## src/rtl/asg_pkg.sv

```systemverilog
package asg_pkg;
  localparam int INSTR_W = 16;

  typedef enum logic [1:0] {
    ALT_NOP = 2'b00,
    ALT_CLR = 2'b01,
    ALT_CMP = 2'b10,
    ALT_SET = 2'b11
  } alt_e;

  typedef struct packed {
    logic sel_b;
    alt_e acc_alt;
    alt_e ext_alt;
    logic t_ext;
    logic t_sign;
    logic t_lsb;
    logic inc;
    logic t_zero;
    logic rev;
  } asg_ctl_t;

  function automatic logic is_group(input logic [INSTR_W-1:0] w);
    return (w[15:12] == 4'b0000) && w[10];
  endfunction

  function automatic asg_ctl_t decode(input logic [INSTR_W-1:0] w);
    asg_ctl_t c;
    c.sel_b   = w[11];
    c.acc_alt = alt_e'(w[9:8]);
    c.ext_alt = alt_e'(w[7:6]);
    c.t_ext   = w[5];
    c.t_sign  = w[4];
    c.t_lsb   = w[3];
    c.inc     = w[2];
    c.t_zero  = w[1];
    c.rev     = w[0];
    return c;
  endfunction
endpackage

```

## src/rtl/asg_alter.sv

```systemverilog
module asg_alter
  import asg_pkg::*;
#(
  parameter int DATA_W = 16
) (
  input  logic [DATA_W-1:0] acc_i,
  input  logic              ext_i,
  input  logic              ovf_i,
  input  alt_e              acc_alt_i,
  input  alt_e              ext_alt_i,
  input  logic              inc_i,
  output logic [DATA_W-1:0] mid_o,
  output logic [DATA_W-1:0] res_o,
  output logic              ext_o,
  output logic              ovf_o
);
  logic              ext_mid;
  logic              carry;
  logic [DATA_W-1:0] sum;

  always_comb begin
    unique case (acc_alt_i)
      ALT_CLR: mid_o = '0;
      ALT_CMP: mid_o = ~acc_i;
      ALT_SET: mid_o = '1;
      default: mid_o = acc_i;
    endcase
  end

  always_comb begin
    unique case (ext_alt_i)
      ALT_CLR: ext_mid = 1'b0;
      ALT_CMP: ext_mid = ~ext_i;
      ALT_SET: ext_mid = 1'b1;
      default: ext_mid = ext_i;
    endcase
  end

  assign {carry, sum} = {1'b0, mid_o} + {{DATA_W{1'b0}}, 1'b1};

  always_comb begin
    res_o = inc_i ? sum : mid_o;
    // carry only sets extend, never toggles it
    ext_o = ext_mid | (inc_i & carry);
    ovf_o = ovf_i | (inc_i & ~mid_o[DATA_W-1] & sum[DATA_W-1]);
  end
endmodule

```

## src/rtl/asg_skip.sv

```systemverilog
module asg_skip #(
  parameter int DATA_W = 16
) (
  input  logic              ext_pre_i,
  input  logic [DATA_W-1:0] mid_i,
  input  logic [DATA_W-1:0] res_i,
  input  logic              t_ext_i,
  input  logic              t_sign_i,
  input  logic              t_lsb_i,
  input  logic              t_zero_i,
  input  logic              rev_i,
  output logic              skip_o
);
  localparam int NT = 4;
  localparam int IX_EXT = 0, IX_SGN = 1, IX_LSB = 2, IX_ZRO = 3;

  logic [NT-1:0] en, is_zero, hit;
  logic          pair;

  assign en      = {t_zero_i, t_lsb_i, t_sign_i, t_ext_i};
  assign is_zero = {(res_i == '0), ~mid_i[0], ~mid_i[DATA_W-1], ~ext_pre_i};

  for (genvar i = 0; i < NT; i++) begin : g_test
    assign hit[i] = en[i] & (is_zero[i] ^ rev_i);
  end

  always_comb begin
    if (rev_i && en[IX_SGN] && en[IX_LSB]) pair = hit[IX_SGN] & hit[IX_LSB];
    else                                   pair = hit[IX_SGN] | hit[IX_LSB];
    skip_o = hit[IX_EXT] | pair | hit[IX_ZRO] | (rev_i & ~(|en));
  end
endmodule

```

## src/rtl/alter_skip_unit.sv

```systemverilog
module alter_skip_unit
  import asg_pkg::*;
#(
  parameter int DATA_W = 16
) (
  input  logic              clk_i,
  input  logic              rst_ni,
  input  logic              strobe_i,
  input  logic [15:0]       instr_i,
  input  logic [DATA_W-1:0] acc_a_i,
  input  logic [DATA_W-1:0] acc_b_i,
  input  logic              ext_i,
  input  logic              ovf_i,
  output logic [DATA_W-1:0] acc_a_o,
  output logic [DATA_W-1:0] acc_b_o,
  output logic              ext_o,
  output logic              ovf_o,
  output logic              skip_o,
  output logic              done_o
);
  asg_ctl_t          ctl;
  logic              grp;
  logic [DATA_W-1:0] acc_sel, mid, res;
  logic              ext_nx, ovf_nx, skip_nx;

  assign grp     = is_group(instr_i);
  assign ctl     = decode(instr_i);
  assign acc_sel = ctl.sel_b ? acc_b_i : acc_a_i;

  asg_alter #(.DATA_W(DATA_W)) u_alter (
    .acc_i    (acc_sel),
    .ext_i    (ext_i),
    .ovf_i    (ovf_i),
    .acc_alt_i(ctl.acc_alt),
    .ext_alt_i(ctl.ext_alt),
    .inc_i    (ctl.inc),
    .mid_o    (mid),
    .res_o    (res),
    .ext_o    (ext_nx),
    .ovf_o    (ovf_nx)
  );

  asg_skip #(.DATA_W(DATA_W)) u_skip (
    .ext_pre_i(ext_i),
    .mid_i    (mid),
    .res_i    (res),
    .t_ext_i  (ctl.t_ext),
    .t_sign_i (ctl.t_sign),
    .t_lsb_i  (ctl.t_lsb),
    .t_zero_i (ctl.t_zero),
    .rev_i    (ctl.rev),
    .skip_o   (skip_nx)
  );

  always_ff @(posedge clk_i or negedge rst_ni) begin
    if (!rst_ni) begin
      acc_a_o <= '0;
      acc_b_o <= '0;
      ext_o   <= 1'b0;
      ovf_o   <= 1'b0;
      skip_o  <= 1'b0;
      done_o  <= 1'b0;
    end else if (strobe_i) begin
      done_o  <= grp;
      skip_o  <= grp & skip_nx;
      ext_o   <= grp ? ext_nx : ext_i;
      ovf_o   <= grp ? ovf_nx : ovf_i;
      acc_a_o <= (grp && !ctl.sel_b) ? res : acc_a_i;
      acc_b_o <= (grp &&  ctl.sel_b) ? res : acc_b_i;
    end else begin
      done_o <= 1'b0;
      skip_o <= 1'b0;
    end
  end


  foreign_word_chk: assert property (@(posedge clk_i) disable iff (!rst_ni)
    strobe_i && !grp |=> !done_o && !skip_o && acc_a_o == $past(acc_a_i)
                         && acc_b_o == $past(acc_b_i) && ext_o == $past(ext_i));

  unsel_acc_chk: assert property (@(posedge clk_i) disable iff (!rst_ni)
    strobe_i && grp |=> ($past(instr_i[11]) ? acc_a_o == $past(acc_a_i)
                                            : acc_b_o == $past(acc_b_i)));

  bare_rev_chk: assert property (@(posedge clk_i) disable iff (!rst_ni)
    strobe_i && grp && instr_i[5:0] == 6'b000001 && instr_i[4:3] == 2'b00 |=> skip_o);

  ext_keep_chk: assert property (@(posedge clk_i) disable iff (!rst_ni)
    strobe_i && grp && instr_i[7:6] == 2'b00 && ext_i |=> ext_o);

  ovf_sticky_chk: assert property (@(posedge clk_i) disable iff (!rst_ni)
    strobe_i && ovf_i |=> ovf_o);

  hold_chk: assert property (@(posedge clk_i) disable iff (!rst_ni)
    !strobe_i |=> !done_o && !skip_o && $stable(acc_a_o) && $stable(acc_b_o)
                  && $stable(ext_o) && $stable(ovf_o));
endmodule

```

## config.mk

```make
export PLATFORM = sky130hd
export DESIGN_NAME = alter_skip_unit
export DESIGN_NICKNAME = d
export VERILOG_FILES = /design/src/rtl/asg_pkg.sv /design/src/rtl/asg_alter.sv /design/src/rtl/asg_skip.sv /design/src/rtl/alter_skip_unit.sv
export SDC_FILE = /design/constraint.sdc
export NUM_CORES = 1
export LEC_CHECK = 0
export BUFFER_PORTS_ARGS = -buffer_cell sky130_fd_sc_hd__buf_4
export CORE_ASPECT_RATIO = 0.5
export CORE_MARGIN = 1.5
export CORE_UTILIZATION = 51
export CTS_CLUSTER_DIAMETER = 120
export DETAILED_ROUTE_END_ITERATION = 12
export PLACE_DENSITY = 0.77
export REMOVE_ABC_BUFFERS = 1
export SLEW_MARGIN = 20
export SYNTH_ARGS = -nofsm -noshare
export SYNTH_HDL_FRONTEND = slang
export SYNTH_SLANG_ARGS = --single-unit
```

## constraint.sdc

```tcl
create_clock -name clk_i -period 1 [get_ports clk_i]
set_input_delay 0.2 -clock clk_i [delete_from_list [all_inputs] [get_ports clk_i]]
set_output_delay 0.2 -clock clk_i [all_outputs]
set_load 0.01 [all_outputs]
```

---- After elaboration in Yosys (flattened, before gate mapping) ----
Cells that the tools add are included.
W data, S select, Z words.
word-level totals
  output and inout port bits .............. 36
  flip-flop bits (word level) ............. 36
  input port bits ......................... 53
cells by class
  eq/ne operators ......................... 6
  bitwise logic cells ..................... 25
  add/subtract/negate cells ............... 1
  mux-type cells .......................... 11
  reductions and logical operators ........ 9
operator list
  cell                     count
  $mux W16                 4
  $pmux W16 S3             1
  $add A16 B1 Y17 const B  1
  $logic_not A16 Y1        1
  $not A16 Y16             1
  $and A1 B1 Y1            10
  $eq A2 B2 Y1 const B     4
  $or A1 B1 Y1             6
  $logic_and A1 B1 Y1      5
  $mux W1                  5
  $eq A2 B1 Y1 const B     2
  $logic_not A4 Y1         1
  $not A1 Y1               4
  $reduce_or A4 Y1         1
  $xor A1 B1 Y1            4
  $pmux W1 S3              1
  $logic_not A1 Y1         1

---- Logic depth before layout (Yosys ltp) ----
  word-level depth ........................ 13
  mapped depth ............................ 13
  gate-level depth less buffers ........... 12

---- By module ----
A second synthesis with hierarchy kept.
second synthesis, totals
  cells, all modules ...................... 357
  area, all modules ....................... 2939.1 µm²
by module, submodules not included
  module           times used  seq. area each (µm²)  cells each  area an instance (µm²)
  alter_skip_unit  1           900.9                 233         2029.4
  asg_alter        1           0.0                   105         780.7
  asg_skip         1           0.0                   19          128.9

---- Worst setup path before layout ----
Ideal clock, no wire load.
  path kind ............................... input-to-reg
  start ................................... in instr_i[8]
  end ..................................... reg skip_o
  path slack .............................. -1995 ps
  library setup time ...................... 136 ps
  cell stages on the path ................. 13
  path buffers ............................ 2
  data arrival time ....................... 2859 ps
  cells stage by stage .................... buf_2 > buf_1 > nor2_1 > xor2_1 > ha_1 > nand2_1 > o21a_1 > o22ai_1 > xor2_1 > nand4b_1 > or4_4 > o41ai_2 > nand3_1
on the way
  longest elaborated chain between the ends .. 12
  elaborated cells on any way between the ends .. 23
  classes of those cells .................. add/sub: 1; eq/ne: 3; mux: 4; bitwise: 14; reduce/logical: 1
ends and longest elaborated chain
  what                                                     RTL line               RTL
  from (decl)                                              alter_skip_unit.sv:9   input logic [15:0] instr_i,
  $eq A2 B2 Y1 / $eq A2 B1 Y1 (equally long branches)      asg_alter.sv:22        unique case (acc_alt_i)
  $pmux W16 S3 *                                           asg_alter.sv:22
  branches (longest 6 deep; another with $add A16 B1 Y17)  -
  $or A1 B1 Y1 * (2 in a row)                              asg_skip.sv:30         skip_o = hit[IX_EXT] | pair | hit[IX_ZRO] | (rev_i & ~(|en));
  $and A1 B1 Y1 *                                          alter_skip_unit.sv:65  skip_o <= grp & skip_nx;
  $mux W1 *                                                alter_skip_unit.sv:63  end else if (strobe_i) begin
  to (signal assigned)                                     alter_skip_unit.sv:65
  to (decl)                                                alter_skip_unit.sv:18  output logic skip_o,
Mark *: on every way between the ends.
A chain may end at the register's enable or synchronous reset.

---- Worst setup path in the final report ----
  start ................................... in instr_i[11]
  end ..................................... reg skip_o
on the way
  longest elaborated chain between the ends .. 13
  elaborated cells on any way between the ends .. 22
  classes of those cells .................. add/sub: 1; mux: 5; bitwise: 15; reduce/logical: 1
ends and longest elaborated chain
  what                                                     RTL line               RTL
  $mux W16 *                                               alter_skip_unit.sv:28  assign acc_sel = ctl.sel_b ? acc_b_i : acc_a_i;
  $not A16 Y16                                             asg_alter.sv:24        ALT_CMP: mid_o = ~acc_i;
  $pmux W16 S3 *                                           asg_alter.sv:22
  branches (longest 6 deep; another with $add A16 B1 Y17)  -
  $or A1 B1 Y1 * (2 in a row)                              asg_skip.sv:30
  $and A1 B1 Y1 *                                          alter_skip_unit.sv:65
  $mux W1 *                                                alter_skip_unit.sv:63
Marks and branches as above.

==> flow_metrics.tcl <==
set metrics [dict create \
    synthDominantCellAreaShare_pct 34.25 \
    cts_tree "yes" \
    slew_headroom_pct 57.82 \
    ys_top_cells_by_area "dfrtp_1 34%, mux2i_1 15%, nor2_1 7.0%" \
    overflow 0 \
    yosysWarnings 0 \
    slowest_delay_ns 0.58 \
    die_width_um 104.6 \
    routed_wl_um 11550 \
    p_total_mw 5.001 \
    cts.path.max_buffers 2 \
    cp_max_fo 7 \
    dpl_cell_area_um2 3755 \
    max_slew.worst_pin.slew_ns 0.6282 \
    cp_data_required_time_ns 1.17 \
    grt_start_max_net_pins 37 \
    cp-endpoint "skip_o" \
    finalHoldViolCount 0 \
    grt_use_total_pct 35.09 \
    synthArstFlopShare_pct 100.0 \
    max-cap-violations 0 \
    leakagePower_nw 2.241 \
    cp_top_family "simple AND/OR/NAND/NOR gates" \
    diodes 0 \
    cp.arrival_ns 3.05 \
    violations "setup timing" \
    clock_latency_ns 0.30 \
    num-fill-cells 180 \
    clkTransAtPathRegs_ns 0.09 \
    cts_sinks 36 \
    fin_crit_ns 2.881 \
    drv_slew 0 \
    slowest_stage "or4_4" \
    drtAntennaViolNets 0 \
    end_kind "flop" \
    initialDrtViolationCount 358 \
    die_area_um2 5623 \
    worst-path-buf-inv 1 \
    area_delta_synth_final_pct 74.41 \
    grt_setup_unrepaired "true" \
    worstReg2RegEnd "acc_b_o[4]" \
    drt_pass1_iterations 6 \
    rows 18 \
    fin_ws_ns -1.881 \
    status "finished, violations left" \
    numCtsBuffers 5 \
    peakVddDrop_mv 1.156 \
    htree_num_levels 2 \
    dpl.cell_count 495 \
    synth_edf_count 0 \
    crit_chain "buf_12, mux2i_4, nor2_2, xor2_2, ha_2, nand2_4, o21a_1, o22ai_2, xor2_2, nand4b_1, or4_4, o41ai_2, nand3_1" \
    synth_cells 296 \
    cp_num_cells 13 \
    final_area_um2 4587 \
    highest_layer "met4" \
    max_clock_freq_ghz 0.3471 \
    pin_count 89 \
    core_um2 4955 \
    drt-met1-wl_um 4330 \
    dpl_worst_slack_ns -2.140 \
    place_hpwl_um 6135 \
    grt_pass1_wl_um 14920 \
    initial_core_util_pct 53.08 \
    r2r_setup_slack_ns 0.07 \
    route.detailed.drc 0 \
    rr_worst_depth 2 \
    io_buffers 88 \
    die_y_um 53.78 \
    fin_nets 514 \
    fin_cells 531 \
    cp-start-kind "input port" \
    globalplace.congestion 0.8986 \
    synth_largest_area_cell "dfrtp_1" \
    ys_ff_latch 36 \
    finalSetupViolCount 70 \
    holdCritPathClass "in2reg" \
    setup_tns_ns -41.61 \
    fin_crit_sh_pct 288.1 \
    first_global_vias 2987 \
    rr_startpoint "acc_b_o[4]" \
    fin_util_pct 92.58 \
    synth_ff_type "dfrtp_1" \
    met3WireLength_um 1193 \
    worst_path_most_repeated_cell "xor2_2" \
    skew_ns 0 \
    startpoint "instr_i[11]" \
    wl_per_cell_um 21.75 \
    yosysUniqueCellTypes 52 \
    via_count 3333 \
    timing_worst_setup_path_type "in2reg" \
    dr_wl_met2_um 5327 \
    ys_seq_area_share_pct 34.25 \
    cts_root_buf "clkbuf_8" \
    viasPerCell 6.277 \
    avgSynthCellArea_um2 8.885 \
    antenna_found_initial 0 \
    p_per_area_nw_per_um2 1090 \
    syn_area_um2 2630 \
    finalHoldWorstSlack_ns 0.1301 \
    layout-drive-gt1-share_pct 52.49 \
]
==> repair_timing <==
action	CTS	global route
setup endpoints to repair	71	71
setup buffers	35	11
resized for setup	95	29
pin swaps	39	20
hold buffers	1	0
hold endpoints to repair	36	0
==> cells in the mapped netlist, types with 2 or more instances <==
| library cell | count |
|---|---|
| and2_1 | 2 |
| mux2_2 | 9 |
| o21ai_0 | 9 |
| nand3b_1 | 2 |
| nand3_1 | 3 |
| dfrtp_1 | 36 |
| a21oi_1 | 35 |
| clkbuf_1 | 12 |
| buf_2 | 3 |
| inv_1 | 3 |
| nor2b_1 | 2 |
| nand4b_1 | 3 |
| buf_1 | 2 |
| nor2_1 | 49 |
| xor2_1 | 14 |
| nor3_1 | 6 |
| nand2_1 | 18 |
| o21a_1 | 2 |
| o21ai_1 | 3 |
| xnor2_1 | 13 |
| mux2i_1 | 39 |
==> per-layer routing <==
layer / up-vias / global-route usage (%)
met5: - / 0
met3: 90 / 7.022
met4: 0 / 14.81
li1: 1367 / -
met2: 293 / 61.95
met1: 1583 / 43.62
==> worst min path at each step <==
stage / start / endpoint / slack, ns / cells after the start
2_1_floorplan: rst_ni / acc_a_o[0] / -0.1 / 0
3_3_place_gp: rst_ni / acc_a_o[0] / 0.18 / 1
3_5_place_dp: rst_ni / acc_a_o[0] / 0.20 / 1
4_1_cts: ovf_i / ovf_o / 0.14 / 3
5_1_grt: ovf_i / ovf_o / 0.14 / 3
6_report: ovf_i / ovf_o / 0.13 / 3
==> registers in the layout, summed over array words and instances (netlist names) <==
signal and cells:
ext_o 1, acc_b_o 16, skip_o 1, acc_a_o 16, done_o 1, ovf_o 1
==> placed cells by master (no fill, tap or decap), types with 2 or more instances in the layout <==
| cell type | instances |
|---|---|
| nor2_1 | 45 |
| nor2b_1 | 2 |
| nand3b_1 | 2 |
| inv_1 | 3 |
| mux2_4 | 8 |
| dfrtp_1 | 36 |
| mux2i_1 | 35 |
| nor2_2 | 5 |
| xor2_4 | 2 |
| nand4b_1 | 3 |
| nand2_4 | 3 |
| mux2_2 | 3 |
| clkinv_2 | 2 |
| a21oi_1 | 32 |
| clkbuf_8 | 6 |
| o21ai_1 | 3 |
| and2_1 | 2 |
| buf_6 | 51 |
| xor2_2 | 5 |
| o21a_1 | 2 |
| o21ai_0 | 5 |
| nand2_2 | 2 |
| buf_4 | 122 |
| nor3_1 | 6 |
| xor2_1 | 7 |
| mux2i_4 | 4 |
| buf_12 | 2 |
| xnor2_4 | 2 |
| nand3_4 | 2 |
| o21ai_2 | 4 |
| or4b_4 | 2 |
| nand2_1 | 14 |
| a21oi_2 | 3 |
| xnor2_1 | 10 |
==> kinds of logic (layout without fill, tap and decap cells) <==
group           after synthesis  count (layout)  share of synthesized area (%)
xor+xnor                     27              27                          8.992
buf+inv                      22             187                          3.711
fa+ha+maj                     1               1                         0.4757
simple gates                 99              99                          18.17
compound gates               60              60                          13.84
mux                          51              51                          20.55
flops                        36              36                          34.25
==> worst reg2reg max path, cell delays in order, from the launching register on <==
cell and delay (ns):
dfrtp_1 0.41, buf_4 0.14, mux2_2 0.27
==> area by class of cell <==
class,count,area (µm²),share of cell area (%)
Sequential cell,36,900.9,19.64
Multi-Input combinational cell,238,1954,42.61
Clock buffer,6,82.58,1.800
Timing Repair Buffer,176,1540,33.58
Tap cell,70,87.58,1.909
Inverter,3,11.26,0.2455
Clock inverter,2,10.01,0.2182
==> power breakdown <==
part	switching, mW	total, mW	internal [mW]
Sequential	0.112	1.70	1.59
Clock	0.617	1.17	0.552
Combinational	1.00	2.13	1.13
Power figures use the tool's default switching activity.
